### src/rtl/tag_gate_pkg.sv
// Package: shared opcode type for the tag-propagating gate evaluator.
// Assumes a 2-bit opcode; the fourth code is reserved and handled as an unknown cell.
package tag_gate_pkg;

    typedef enum logic [1:0] {
        GATE_AND  = 2'b00,
        GATE_OR   = 2'b01,
        GATE_XOR  = 2'b10,
        GATE_RSVD = 2'b11
    } gate_op_e;

endpackage

### src/rtl/tag_group_sense.sv
// Module: tag_group_sense
// For every tag index i this module reports whether the other operand holds any
// tag that shares i's group. Group 0 means "no group" and never produces a hit.
// Assumes GROUP_MAP packs one GROUP_W-bit group number per tag, with tag 0 in
// the low bits.
module tag_group_sense #(
    parameter int NUM_TAGS = 8,
    parameter int GROUP_W  = 4,
    parameter logic [NUM_TAGS*GROUP_W-1:0] GROUP_MAP = '0
) (
    input  logic [NUM_TAGS-1:0] other_tags_i,
    output logic [NUM_TAGS-1:0] grp_hit_o
);

    for (genvar gi = 0; gi < NUM_TAGS; gi++) begin : g_tag
        localparam logic [GROUP_W-1:0] MY_GRP = GROUP_MAP[gi*GROUP_W +: GROUP_W];
        logic hit;

        // Scan the other operand for a tag of the same nonzero group.
        always_comb begin
            hit = 1'b0;
            if (MY_GRP != '0) begin
                for (int j = 0; j < NUM_TAGS; j++) begin
                    if (other_tags_i[j] && (GROUP_MAP[j*GROUP_W +: GROUP_W] == MY_GRP)) begin
                        hit = 1'b1;
                    end
                end
            end
        end

        assign grp_hit_o[gi] = hit;
    end

endmodule

### src/rtl/tag_forward_mask.sv
// Module: tag_forward_mask
// Selects which tags of one operand reach the result. The gate is open when the
// other operand's value lets this operand steer the output. Closed tags can still
// pass through a same-group hit from the other operand.
// Assumes other_grp_hit_i comes from tag_group_sense fed with the other operand.
module tag_forward_mask #(
    parameter int NUM_TAGS = 8
) (
    input  logic [1:0]          op_i,
    input  logic [NUM_TAGS-1:0] own_tags_i,
    input  logic                other_val_i,
    input  logic [NUM_TAGS-1:0] other_grp_hit_i,
    output logic [NUM_TAGS-1:0] fwd_tags_o
);
    import tag_gate_pkg::*;

    gate_op_e op;
    logic     open;

    assign op = gate_op_e'(op_i);

    // Decide whether the other operand's value lets this operand affect the result.
    always_comb begin
        unique case (op)
            GATE_AND: open = other_val_i;
            GATE_OR:  open = ~other_val_i;
            GATE_XOR: open = 1'b1;
            default:  open = 1'b1;
        endcase
    end

    // Forward own tags through the open gate or through a group rescue.
    always_comb begin
        fwd_tags_o = own_tags_i & ({NUM_TAGS{open}} | other_grp_hit_i);
    end

endmodule

### src/rtl/gate_value.sv
// Module: gate_value
// Computes the plain logic result of the selected gate. The reserved opcode
// yields 0. Assumes single-bit operands.
module gate_value (
    input  logic [1:0] op_i,
    input  logic       a_i,
    input  logic       b_i,
    output logic       y_o
);
    import tag_gate_pkg::*;

    gate_op_e op;
    assign op = gate_op_e'(op_i);

    // Evaluate the selected gate.
    always_comb begin
        unique case (op)
            GATE_AND: y_o = a_i & b_i;
            GATE_OR:  y_o = a_i | b_i;
            GATE_XOR: y_o = a_i ^ b_i;
            default:  y_o = 1'b0;
        endcase
    end

endmodule

### src/rtl/tag_gate_eval.sv
// Module: tag_gate_eval (top)
// Combinational two-operand gate with per-tag taint forwarding and group-aware
// rescue. Holds no state, so it has no clock or reset. Assumes TAG_GROUP packs
// one GROUP_W-bit group number per tag, with tag 0 in the low bits.
module tag_gate_eval #(
    parameter int NUM_TAGS = 8,
    parameter int GROUP_W  = 4,
    parameter logic [NUM_TAGS*GROUP_W-1:0] TAG_GROUP = 32'h0022_0111
) (
    input  logic [1:0]          op_i,
    input  logic                a_val_i,
    input  logic [NUM_TAGS-1:0] a_tags_i,
    input  logic                b_val_i,
    input  logic [NUM_TAGS-1:0] b_tags_i,
    output logic                y_val_o,
    output logic [NUM_TAGS-1:0] y_tags_o
);

    logic [NUM_TAGS-1:0] a_rescue;   // A's tags with a same-group partner on B
    logic [NUM_TAGS-1:0] b_rescue;   // B's tags with a same-group partner on A
    logic [NUM_TAGS-1:0] a_fwd;
    logic [NUM_TAGS-1:0] b_fwd;

    tag_group_sense #(
        .NUM_TAGS(NUM_TAGS), .GROUP_W(GROUP_W), .GROUP_MAP(TAG_GROUP)
    ) u_sense_on_b (
        .other_tags_i(b_tags_i),
        .grp_hit_o   (a_rescue)
    );

    tag_group_sense #(
        .NUM_TAGS(NUM_TAGS), .GROUP_W(GROUP_W), .GROUP_MAP(TAG_GROUP)
    ) u_sense_on_a (
        .other_tags_i(a_tags_i),
        .grp_hit_o   (b_rescue)
    );

    tag_forward_mask #(.NUM_TAGS(NUM_TAGS)) u_fwd_a (
        .op_i           (op_i),
        .own_tags_i     (a_tags_i),
        .other_val_i    (b_val_i),
        .other_grp_hit_i(a_rescue),
        .fwd_tags_o     (a_fwd)
    );

    tag_forward_mask #(.NUM_TAGS(NUM_TAGS)) u_fwd_b (
        .op_i           (op_i),
        .own_tags_i     (b_tags_i),
        .other_val_i    (a_val_i),
        .other_grp_hit_i(b_rescue),
        .fwd_tags_o     (b_fwd)
    );

    gate_value u_value (
        .op_i(op_i),
        .a_i (a_val_i),
        .b_i (b_val_i),
        .y_o (y_val_o)
    );

    // Merge the forwarded tags of both operands.
    always_comb begin
        y_tags_o = a_fwd | b_fwd;
    end

endmodule

### config.mk
export PLATFORM = sky130hd
export DESIGN_NAME = tag_gate_eval
export DESIGN_NICKNAME = d
export VERILOG_FILES = /design/src/rtl/tag_gate_pkg.sv /design/src/rtl/tag_group_sense.sv /design/src/rtl/tag_forward_mask.sv /design/src/rtl/gate_value.sv /design/src/rtl/tag_gate_eval.sv
export SDC_FILE = /design/constraint.sdc
export NUM_CORES = 1
export LEC_CHECK = 0
export BUFFER_PORTS_ARGS = -buffer_cell sky130_fd_sc_hd__buf_2
export CAP_MARGIN = 15
export CORE_AREA = 2 2 39 41
export DETAILED_ROUTE_END_ITERATION = 10
export DIE_AREA = 0 0 41 43
export GPL_TIMING_DRIVEN = 0
export PLACE_DENSITY = 0.58
export SETUP_SLACK_MARGIN = 0.2
export SKIP_LAST_GASP = 1
export SLEW_MARGIN = 20
export SYNTH_ARGS = -nofsm -noshare
export SYNTH_HDL_FRONTEND = slang
export SYNTH_SLANG_ARGS = --single-unit
### constraint.sdc
create_clock -name vclk -period 4.47
set_clock_uncertainty 0.2 [all_clocks]
set_input_delay 1.1175 -clock vclk [all_inputs]
set_output_delay 1.1175 -clock vclk [all_outputs]
set_load 0.02 [all_outputs]
==> impl_metrics.py <==
metrics = {
    "run_status": {
        "status": "finished, final reports clean",
    },
    "final_layout": {
        "final-instance-count-excl-fill": 77,
        "seq_area_sq_um": 0,
        "mostFrequentLayoutCells": "buf_2, a22o_1, nor3_1, nand2_1, nor2_1",
        "num_antenna_cells": 0,
        "flops_and_latches": 0,
        "fillers": 155,
        "syn2layout_area_growth_pct": 60.1,
        "final_common_cell": "buf_2",
        "nets": 85,
        "n_clock_buffer": 0,
        "drive_gt1_frac": 0.557,
        "stdcell_area_sq_um": 427,
    },
    "timing": {
        "tightestPinTransition_ns": 0.323,
        "relSlewSlack": 0.783,
        "rsz0062_at_grt": "no",
        "setup_ws_ns": 1.06,
        "max_freq_mhz": 293,
        "hold_ws_ns": 2.37,
        "period_minus_slack_ns": 3.41,
        "hold_violations": 0,
        "finalCritPeriodShare": 0.763,
        "finalSetupViolations": 0,
        "finalSetupTns_ns": 0,
        "finalMaxSlewViolations": 0,
    },
    "critical_path": {
        "arrival_ns": 2.09,
        "crit_buf_inv": 2,
        "worstSetupStartpoint": "a_val_i",
        "required_ns": 3.15,
        "cpMostUsedCell": "buf_2",
        "critPathMaxFanout": 3,
        "crit_type": "primary input to output port",
        "crit_path_start_kind": "primary input",
        "crit_family": "XOR/XNOR gates",
        "crit_path_max_incr_delay_ns": 0.30,
        "end_kind": "output port",
        "crit_path_top_delay_cell": "xnor2_1",
        "path_cells": "buf_2 > xnor2_1 > nand2b_1 > a22o_1 > buf_2",
    },
    "logic_synthesis": {
        "syn-cell-area_sq_um": 267,
        "seq_area_frac_synth": 0,
        "syn_avg_cell_area_sq_um": 8.08,
        "synthDistinctLibCells": 16,
        "yosysWarnings": 0,
        "syn_inst": 33,
        "synth_fp_nets": 55,
    },
    "floorplanning": {
        "die-area_sq_mm": 0.00176,
        "coreArea_sq_mm": 0.00138,
        "die_h_um": 43,
        "start_util": 0.193,
        "die_w_um": 41,
        "rows": 14,
        "io_pins": 29,
    },
    "power_and_ir_drop": {
        "peakVddDrop_uv": 40.9,
        "powerDensity_mw_per_mm2": 113,
        "p_leak_nw": 0.213,
    },
    "worst_hold_path": {
        "min_from": "a_tags_i[3]",
        "hold_path.class": "primary input to output port",
    },
    "placement": {
        "pre_cts_slack_ns": 1.04,
        "placed_cell_area_sq_um": 427,
        "io_buffers": 28,
        "numPlacedInstances": 77,
        "place_congestion": 0.644,
    },
    "routing": {
        "routed_wl_um": 685,
        "vias": 333,
        "drt_pass1_iterations": 1,
        "drc": 0,
        "vias_per_cell": 4.32,
        "drt-initial-drc-count": 0,
        "ant_nets": 0,
        "routedWlPerCell_um": 8.90,
    },
    "grt": {
        "grt_pass1_wl_um": 1230,
        "grt_usage": 0.0919,
        "antenna_found_initial": 0,
        "grt_start_max_net_pins": 11,
        "grt-ovfl-total": 0,
        "grt_pass1_vias": 313,
    },
    "cts": {
        "ctsResizeCount": 0,
        "hold_buffers": 0,
        "post_cts_buffers": 0,
    },
    "flow_run": {
        "drv_cap": 0,
    },
}
==> cell type report <==
| cell class | instances | area, sq um | share of cell area |
|---|---|---|---|
| Multi-Input combinational cell | 30 | 248 | 0.581 |
| Buffer | 1 | 11.3 | 0.0264 |
| Inverter | 2 | 7.51 | 0.0176 |
| Timing Repair Buffer | 28 | 140 | 0.328 |
| Tap cell | 16 | 20.0 | 0.0469 |
==> per-layer routing <==
metal	vias up	share of wire	global-route usage
met2	13	0.53	0.159
li1	178	-	-
met5	-	0	0
met4	0	0	0
met3	0	0.072	0
met1	142	0.40	0.130
==> stage by stage <==
step | total power [W] | utilization
floorplan | 0.0000282 | -
global placement | 0.0000486 | 0.308
detailed placement | 0.0000489 | 0.308
CTS | 0.0000490 | 0.308
global route | 0.0000535 | 0.308
finish | 0.0000482 | 0.308
==> cells by family after synthesis <==
kind of cell    synth area share
compound gates             0.216
xor+xnor                  0.0939
fa+ha+maj                 0.0939
buf+inv                   0.0704
mux                       0.0376
simple gates               0.488
==> worst paths after layout <==
check / to / slack (ns) / cells past startpoint
setup / recovery: y_tags_o[7] / 1.06 / 5
hold / removal: y_tags_o[3] / 2.37 / 3
==> cell usage after synthesis (all sizes together) <==
| library cell | number | area [sq um] |
|---|---|---|
| nor2 | 3 | 11.3 |
| nor3 | 5 | 25.0 |
| o21ai | 1 | 5.00 |
| nor4 | 1 | 21.3 |
| ha | 2 | 25.0 |
| mux2i | 1 | 10.0 |
| nor4b | 2 | 38.8 |
| nand2b | 2 | 12.5 |
| inv | 2 | 7.51 |
| buf | 1 | 11.3 |
| nand2 | 5 | 21.3 |
| xnor2 | 2 | 25.0 |
| a22o | 6 | 52.6 |
==> tightest hold or removal path, stage by stage <==
cell    delay [ns]
buf_2         0.08
a22o_1        0.10
buf_2         0.15
==> where the power goes <==
part           internal [W]  switching [W]   total, W
clock                     0              0          0
sequential                0              0          0
combinational     0.0000218      0.0000264  0.0000482
total             0.0000218      0.0000264  0.0000482
(Power assumes the default switching activity.)
